--- src/rtl/nvram_guard_pkg.sv ---
package nvram_guard_pkg;

  typedef enum logic [1:0] {
    PWR_DOWN = 2'd0,
    PWR_READ = 2'd1,
    PWR_FULL = 2'd2
  } pwr_state_e;

  function automatic pwr_state_e pwr_state(input logic up, input logic rd_done, input logic wr_done);
    if (!up)                return PWR_DOWN;
    else if (rd_done && wr_done) return PWR_FULL;
    else if (rd_done)       return PWR_READ;
    else                    return PWR_DOWN;
  endfunction

endpackage

--- src/rtl/nvg_holdoff_timer.sv ---
module nvg_holdoff_timer #(
  parameter int unsigned HOLD_CYC = 16
) (
  input  logic clk_i,
  input  logic rst_ni,
  input  logic clear_i,
  output logic done_o
);
  localparam int unsigned CW = (HOLD_CYC < 1) ? 1 : $clog2(HOLD_CYC + 1);
  localparam logic [CW-1:0] LIMIT = CW'(HOLD_CYC);

  logic [CW-1:0] cnt_q;

  always_ff @(posedge clk_i or negedge rst_ni) begin
    if (!rst_ni)             cnt_q <= '0;
    else if (clear_i)        cnt_q <= '0;
    else if (cnt_q != LIMIT) cnt_q <= cnt_q + 1'b1;
  end

  assign done_o = (cnt_q == LIMIT);
endmodule

--- src/rtl/nvg_pulse_qual.sv ---
// Arms on a high pin while enabled, fires once after MIN_LOW_CYC low samples.
module nvg_pulse_qual #(
  parameter int unsigned MIN_LOW_CYC = 3
) (
  input  logic clk_i,
  input  logic rst_ni,
  input  logic enable_i,
  input  logic pin_ni,
  input  logic block_i,
  output logic fire_o
);
  localparam int unsigned CW = (MIN_LOW_CYC < 2) ? 1 : $clog2(MIN_LOW_CYC);
  localparam logic [CW-1:0] LAST = CW'((MIN_LOW_CYC < 1) ? 0 : MIN_LOW_CYC - 1);

  logic          armed_q;
  logic [CW-1:0] low_q;

  always_ff @(posedge clk_i or negedge rst_ni) begin
    if (!rst_ni) begin
      armed_q <= 1'b0;
      low_q   <= '0;
      fire_o  <= 1'b0;
    end else begin
      fire_o <= 1'b0;
      if (!enable_i) begin
        armed_q <= 1'b0;
        low_q   <= '0;
      end else if (pin_ni) begin
        armed_q <= 1'b1;
        low_q   <= '0;
      end else if (block_i) begin
        armed_q <= 1'b0;
        low_q   <= '0;
      end else if (armed_q) begin
        if (low_q == LAST) begin
          fire_o  <= 1'b1;
          armed_q <= 1'b0;
          low_q   <= '0;
        end else begin
          low_q <= low_q + 1'b1;
        end
      end
    end
  end
endmodule

--- src/rtl/nvg_strobe_gate.sv ---
module nvg_strobe_gate (
  input  logic rd_open_i,
  input  logic wr_open_i,
  input  logic store_ni,
  input  logic recall_ni,
  input  logic rd_req_i,
  input  logic wr_req_i,
  output logic rd_en_o,
  output logic wr_en_o
);
  logic pins_idle;
  assign pins_idle = store_ni & recall_ni;
  assign rd_en_o   = rd_req_i & rd_open_i & pins_idle;
  assign wr_en_o   = wr_req_i & wr_open_i & pins_idle;
endmodule

--- src/rtl/nvram_guard.sv ---
module nvram_guard
  import nvram_guard_pkg::*;
#(
  parameter int unsigned RD_HOLD_CYC       = 10000,
  parameter int unsigned WR_HOLD_CYC       = 500000,
  parameter int unsigned STORE_MIN_LOW_CYC = 3
) (
  input  logic clk_i,
  input  logic rst_ni,
  input  logic supply_ok_i,
  input  logic por_i,
  input  logic store_ni,
  input  logic recall_ni,
  input  logic rd_req_i,
  input  logic wr_req_i,
  output logic store_req_o,
  output logic recall_req_o,
  output logic rd_en_o,
  output logic wr_en_o
);
  logic       restart, up;
  logic       rd_done, wr_done;
  logic       rd_open, wr_open;
  pwr_state_e state;

  assign restart = ~supply_ok_i | por_i;
  assign up      = ~restart;

  nvg_holdoff_timer #(.HOLD_CYC(RD_HOLD_CYC)) rd_tmr_i (
    .clk_i(clk_i), .rst_ni(rst_ni), .clear_i(restart), .done_o(rd_done));

  nvg_holdoff_timer #(.HOLD_CYC(WR_HOLD_CYC)) wr_tmr_i (
    .clk_i(clk_i), .rst_ni(rst_ni), .clear_i(restart), .done_o(wr_done));

  assign state   = pwr_state(up, rd_done, wr_done);
  assign rd_open = (state != PWR_DOWN);
  assign wr_open = (state == PWR_FULL) || (up && wr_done);

  nvg_pulse_qual #(.MIN_LOW_CYC(STORE_MIN_LOW_CYC)) store_q_i (
    .clk_i(clk_i), .rst_ni(rst_ni), .enable_i(wr_open),
    .pin_ni(store_ni), .block_i(~recall_ni), .fire_o(store_req_o));

  nvg_pulse_qual #(.MIN_LOW_CYC(1)) recall_q_i (
    .clk_i(clk_i), .rst_ni(rst_ni), .enable_i(rd_open),
    .pin_ni(recall_ni), .block_i(1'b0), .fire_o(recall_req_o));

  nvg_strobe_gate gate_i (
    .rd_open_i(rd_open), .wr_open_i(wr_open),
    .store_ni(store_ni), .recall_ni(recall_ni),
    .rd_req_i(rd_req_i), .wr_req_i(wr_req_i),
    .rd_en_o(rd_en_o), .wr_en_o(wr_en_o));
endmodule

--- config.mk ---
export PLATFORM = sky130hd
export DESIGN_NAME = nvram_guard
export DESIGN_NICKNAME = d
export VERILOG_FILES = /design/src/rtl/nvram_guard_pkg.sv /design/src/rtl/nvg_holdoff_timer.sv /design/src/rtl/nvg_pulse_qual.sv /design/src/rtl/nvg_strobe_gate.sv /design/src/rtl/nvram_guard.sv
export SDC_FILE = /design/constraint.sdc
export NUM_CORES = 1
export LEC_CHECK = 0
export ABC_AREA = 1
export BUFFER_PORTS_ARGS = -buffer_cell sky130_fd_sc_hd__buf_2
export CAP_MARGIN = 25
export CORE_MARGIN = 1.5
export CORE_UTILIZATION = 55
export CTS_CLUSTER_DIAMETER = 60
export CTS_CLUSTER_SIZE = 30
export DETAILED_ROUTE_END_ITERATION = 7
export GPL_ROUTABILITY_DRIVEN = 0
export PLACE_DENSITY = 0.73
export SLEW_MARGIN = 20
export SYNTH_ARGS = -nofsm -noshare
export SYNTH_HDL_FRONTEND = slang
export SYNTH_SLANG_ARGS = --single-unit
--- constraint.sdc ---
create_clock -name clk_i -period 4.26 [get_ports clk_i]
set_clock_uncertainty 0.05 [all_clocks]
set_input_delay 0.852 -clock clk_i [delete_from_list [all_inputs] [get_ports clk_i]]
set_output_delay 0.852 -clock clk_i [all_outputs]
set_load 0.02 [all_outputs]
==> results of run 1 <==
registers in the layout, indices dropped and copies added, names as in the netlist:
| register | cells |
|---|---|
| store_q_i.armed_q | 1 |
| store_q_i.low_q | 2 |
| wr_tmr_i.cnt_q | 19 |
| store_q_i.fire_o | 1 |
| recall_q_i.armed_q | 1 |
| rd_tmr_i.cnt_q | 14 |
| recall_q_i.fire_o | 1 |
worst max path at each step:
stage / end / cells after the start / startpoint / slack [ns]
2_1_floorplan: rd_en_o / 4 / supply_ok_i / 1.54
3_3_place_gp: rd_en_o / 5 / por_i / 1.54
3_5_place_dp: rd_en_o / 5 / por_i / 1.49
4_1_cts: rd_en_o / 5 / por_i / 1.49
5_1_grt: rd_en_o / 5 / por_i / 1.38
6_report: rd_en_o / 5 / por_i / 1.51
power by group through the flow:
stage / sequential [mW] / combinational (mW) / clock, mW
after floorplan: 0.381 / 0.0148 / 0
after global placement: 0.381 / 0.0295 / 0
after detailed placement: 0.381 / 0.0303 / 0
after CTS: 0.374 / 0.0303 / 0.321
after global routing: 0.374 / 0.0349 / 0.334
final: 0.374 / 0.0298 / 0.311
Yosys cell counts:
cell type  instances
a21oi_1           18
nand4_1           14
clkbuf_2           1
a31oi_1            1
nor3_1             9
nand2_1           50
nor3b_1            1
a21oi_2            1
nand2_2            4
nor2_4             1
o21ai_0           18
buf_2              2
nor4_1             1
dfrtp_1           39
clkinv_1           1
nor3_4             1
xor2_1             2
or2_2              1
nand3_1           23
nor2_2             4
ha_1               4
clkbuf_1           1
a22oi_1            2
nor3_2             1
inv_1             41
nand3b_1           1
nor2_1            39
o21ai_2            1
through the flow:
stage                     worst slack [ns]  hold slack, ns
after CTS                             1.49           0.449
final                                 1.51           0.448
after global placement                1.54           0.428
after floorplan                       1.54           0.405
after detailed placement              1.49           0.432
after global routing                  1.38           0.471
cells by family (layout without fill, tap and decap cells):
| kind of cell | after synthesis | after routing | share of synthesized area (%) |
|---|---|---|---|
| AO/OA/AOI/OAI | 41 | 41 | 10.3 |
| XOR/XNOR | 2 | 2 | 0.820 |
| adder cells (fa/ha/maj) | 4 | 4 | 2.34 |
| buffers and inverters | 46 | 62 | 8.26 |
| flip-flops | 39 | 39 | 45.7 |
| AND/OR/NAND/NOR | 150 | 150 | 32.6 |
layout by cell type, fill, tap and decap left out, drive strengths merged:
cell and count:
bufinv 1, nand4 14, nor3b 1, ha 4, buf 12, a22oi 2, xor2 2, inv 41
a31oi 1, clkbuf 5, a21oi 19, or2 1, clkinv 3, nor3 11, nand3 23, nor2 44
nand2 54, dfrtp 39, nor4 1, nand3b 1, o21ai 19
layout make-up:
| cell class | instances | share of cell area [%] |
|---|---|---|
| clock buffer | 5 | 2.93 |
| sequential | 39 | 41.5 |
| inverter | 42 | 6.70 |
| multi-input combinational | 197 | 41.8 |
| tap | 48 | 2.55 |
| timing repair buffer | 12 | 2.66 |
| clock inverter | 3 | 1.86 |
per-layer routing:
metal / vias to the layer above / GRT usage (%) / share of wire, % / wire length (um)
li1: 950 / - / - / -
met1: 851 / 27.5 / 46 / 1930
met2: 18 / 36.7 / 49 / 2060
met3: 7 / 6.16 / 2.8 / 118
met4: 0 / 10.4 / 2.0 / 83
met5: - / 0 / 0 / 0
==> results.toml, run 1 <==
[run_status]
status = "complete, no violations"

[die]
core_um2 = 3690
start_util_pct = 57.9
die_w_um = 65.3
fp.dieArea_um2 = 4270
die_h_um = 65.3
io_pins = 12
row_count = 22

[clocking]
cts_made_buffers = 5
ctsResizeCount = 0
htreeDepth = 2
cts.path.max_buffers = 2
ctsHoldBuffers = 0
clk_latency_ns = 0.30
cts-root-buf = "clkbuf_8"
post_cts_buffers = 0
cts_tree = "done"
cts_sinks = 39
clk_pin_slew_ns = 0.08

[cells_and_area]
syn_to_final_growth_pct = 10.1
nets = 309
drive_gt1_share_pct = 11.4
stdcell_area_um2 = 2350
seq_area_um2 = 976
multiInputGateArea_um2 = 983
fin_util_pct = 63.8
fillCellCount = 323
n_antenna_cell = 0
fin_cells = 346

[pwr]
seqPwrFrac_pct = 52.3
design_power_total_uw = 714
p_int_uw = 554
swShare_pct = 22.4
peakVddDrop_v = 0.000201
cellLeakagePower_nw = 1.04
switchingPower_uw = 160
pwr-share-comb_pct = 4.2
power-per-cell-area_nw_per_um2 = 304
p_clk_share_pct = 43.5

[global_routing]
grt_pass1_vias = 1678
grtUsageTotal_pct = 22.4
grt_antenna_before_repair = 0
grt_max_degree = 40
overflow = 0
grt_pass1_wl_um = 7250

[logic_synthesis]
synthCells = 282
syn_avg_cell_area_um2 = 7.57
synth_top_cell_area_share_pct = 45.7
synth_area_leaders = "dfrtp_1, nand2_1, inv_1"
ys_seq_area_share_pct = 45.7
ys_ff_latch = 39
syn_nets = 294
syn_area_um2 = 2140
yosys.area.top_type = "dfrtp_1"
ys.warnings.count = 0
synth_cell_types = 28

[sta]
timing.slew.headroom_pct = 43.6
finalHoldViolCount = 0
setup_viol = 0
fin_crit_ns = 2.75
finalSetupTns_ns = 0
rsz0062_at_grt = "no"
fin_crit_sh_pct = 64.6
worst_slew_pin_slew_ns = 0.846
drv_slew = 0
fmax_mhz = 363

[placement]
dp_hpwl_um = 3020
place_inst = 338
dpl_cell_area_um2 = 2240
numPortBuffers = 11

[critical_path]
r2r_end = "rd_tmr_i.cnt_q[12]"
crit_chain = "buf_2 > nor2_2 > clkinv_1 > nor3_1 > buf_2"
end_kind = "output port"
r2r_start = "rd_tmr_i.cnt_q[0]"
path_delay_family = "buffers and inverters"
r2r_cells = 6
cpPeakStageDelay_ns = 0.33
critPathBufInv = 3
cp_max_fo = 10
cpMostUsedCell = "buf_2"
required_ns = 3.36
cp.arrival_ns = 1.85
start_kind = "input pin"
r2r_slack_ns = 2.54
worst-setup-path-type = "input pin to output port"
cp_slowest_cell = "clkinv_1"

[hold_path]
min_path_type = "register to register"
hold_depth = 1
hp-start = "rd_tmr_i.cnt_q[13]"
whs_endpoint = "rd_tmr_i.cnt_q[13]"

[job]
maxCapViolCount = 0

[routing]
num_vias = 1826
drt_iter0_drc = 101
ant_nets = 0
vias_per_cell = 5.28
wl_per_cell_um = 12.1
drc_errors = 0
wl_um = 4190
dr.pass1.iters = 4
Power figures use the tool's default switching activity.
==> run 2: changes to the inputs <==
- CORE_UTILIZATION: 55 -> 54
- PLACE_DENSITY: 0.73 -> 0.75
- clock period: 4.26 -> 2.4 ns (I/O delays scaled with it)
==> run 2 against run 1 <==
Clock power increased by 36%. Sequential share of layout area about the same. Combinational power increased by 84%. Final cell count increased by 1.2%. Critical endpoint is now wr_en_o. Flip-flop and latch count unchanged.
==> results.toml, run 2 (same netlist as run 1, synthesis figures left out) <==
[job]
maxCapViolCount = 0

[sta]
worst_slew_pin_slew_ns = 0.821
finalSetupTns_ns = 0
rsz0062_at_grt = "no"
fmax_mhz = 441
finalHoldViolCount = 0
fin_crit_sh_pct = 94.5
timing.slew.headroom_pct = 45.2
setup_viol = 0
drv_slew = 0
fin_crit_ns = 2.27
setup_ws_ns = 0.132

[critical_path]
cp_max_fo = 6
cp_slowest_cell = "dfrtp_1"
crit_chain = "inv_1 > nand2_1 > nor2_1 > nand2_1 > nor3_4 > nand2_2 > nor2_1 > buf_2"
start_kind = "register"
cp.arrival_ns = 1.74
required_ns = 1.87
cpPeakStageDelay_ns = 0.44
worst-setup-path-type = "register to output port"
end_kind = "output port"

[routing]
vias_per_cell = 5.35
ant_nets = 0
wl_per_cell_um = 12.1
drt_iter0_drc = 164
drc_errors = 0
num_vias = 1871
wl_um = 4220
dr.pass1.iters = 4

[clocking]
clk_latency_ns = 0.29
clk_pin_slew_ns = 0.08
ctsHoldBuffers = 0
cts-root-buf = "clkbuf_8"
cts_made_buffers = 5
htreeDepth = 2
cts.path.max_buffers = 2
ctsResizeCount = 0
cts_tree = "done"
post_cts_buffers = 0
cts_sinks = 39

[cells_and_area]
nets = 313
layout_commonest_cell = "nand2_1"
n_antenna_cell = 0
top_regs = "wr_tmr_i.cnt_q: 19 flops, rd_tmr_i.cnt_q: 14 flops, store_q_i.low_q: 2 flops"
fillCellCount = 340
final_cell_mix = "nand2_1, inv_1, nor2_1, dfrtp_1, nand3_1"
drive_gt1_share_pct = 11.9
stdcell_area_um2 = 2350
largest_register_ffs = 19
syn_to_final_growth_pct = 10.1
top_register = "wr_tmr_i.cnt_q"

[die]
start_util_pct = 57.5
row_count = 22
fp.dieArea_um2 = 4340
core_um2 = 3720
io_pins = 12
die_h_um = 65.9
die_w_um = 65.9

[pwr]
cellLeakagePower_nw = 1.05
peakVddDrop_v = 0.000367
switchingPower_uw = 261
p_clk_share_pct = 37.0
seqPwrFrac_pct = 58.2
pwr-share-comb_pct = 4.8
design_power_total_mw = 1.14
p_int_uw = 880
swShare_pct = 22.9
power-per-cell-area_nw_per_um2 = 485

[placement]
numPortBuffers = 11
dpl_cell_area_um2 = 2250
preCtsSetupSlack_ns = 0.405
dp_hpwl_um = 3100

[global_routing]
grt_pass1_wl_um = 7590
grt_pass1_vias = 1817
grt_max_degree = 40
grt_antenna_before_repair = 0
grtUsageTotal_pct = 22.8
overflow = 0

[hold_path]
min_path_type = "input pin to async pin"

[run_status]
status = "complete, no violations"
==> run 2: cell type report <==
cell class	count	area (um2)	share of cell area (%)
repair buffers	16	92.6	3.94
flip-flops and latches	39	976	41.5
clock buffers	7	76.3	3.25
well taps	48	60.1	2.55
multi-input cells	197	983	41.8
inverters	42	158	6.71
clock inverters	1	5.00	0.213
==> run 2: power by group through the flow <==
| stage | registers (mW) | logic [mW] | clock network, mW |
|---|---|---|---|
| 3_3_place_gp | 0.676 | 0.0551 | 0 |
| 6_report | 0.663 | 0.0549 | 0.422 |
| 4_1_cts | 0.663 | 0.0564 | 0.436 |
| 5_1_grt | 0.663 | 0.0654 | 0.457 |
| 3_5_place_dp | 0.676 | 0.0562 | 0 |
| 2_1_floorplan | 0.675 | 0.0262 | 0 |
==> run 2: per-layer routing <==
metal	vias to the layer above	GRT usage, %	routed length (um)
li1	962	-	-
met1	856	28.0	1950
met2	39	38.3	2020
met3	14	4.43	126
met4	0	10.9	120
met5	-	0	0
==> run 2: path summary, 6_finish.rpt <==
kind	depth (start not counted)	to	startpoint	slack, ns
max	8	wr_en_o	wr_tmr_i.cnt_q[12]	0.13
min in group clk_i	3	store_q_i.armed_q	store_ni	0.43
max reg2reg	6	rd_tmr_i.cnt_q[12]	rd_tmr_i.cnt_q[1]	0.71
max in group asynchronous	1	rd_tmr_i.cnt_q[8]	rst_ni	1.54
min reg2reg	1	wr_tmr_i.cnt_q[10]	wr_tmr_i.cnt_q[10]	0.44
min	1	wr_tmr_i.cnt_q[7]	rst_ni	0.23
==> run 2: critical path: cells and delay by family (launching register included) <==
kind          cells  cell delay (ns)
flops             1             0.44
simple gates      6             0.74
buf+inv           2             0.27
==> run 2: through the flow <==
stage	util (%)	instances	hold WS [ns]
2_1_floorplan	-	282	0.134
3_3_place_gp	60.7	340	0.427
3_5_place_dp	60.7	340	0.437
4_1_cts	62.9	348	0.266
5_1_grt	63.3	350	0.321
6_report	63.3	350	0.232
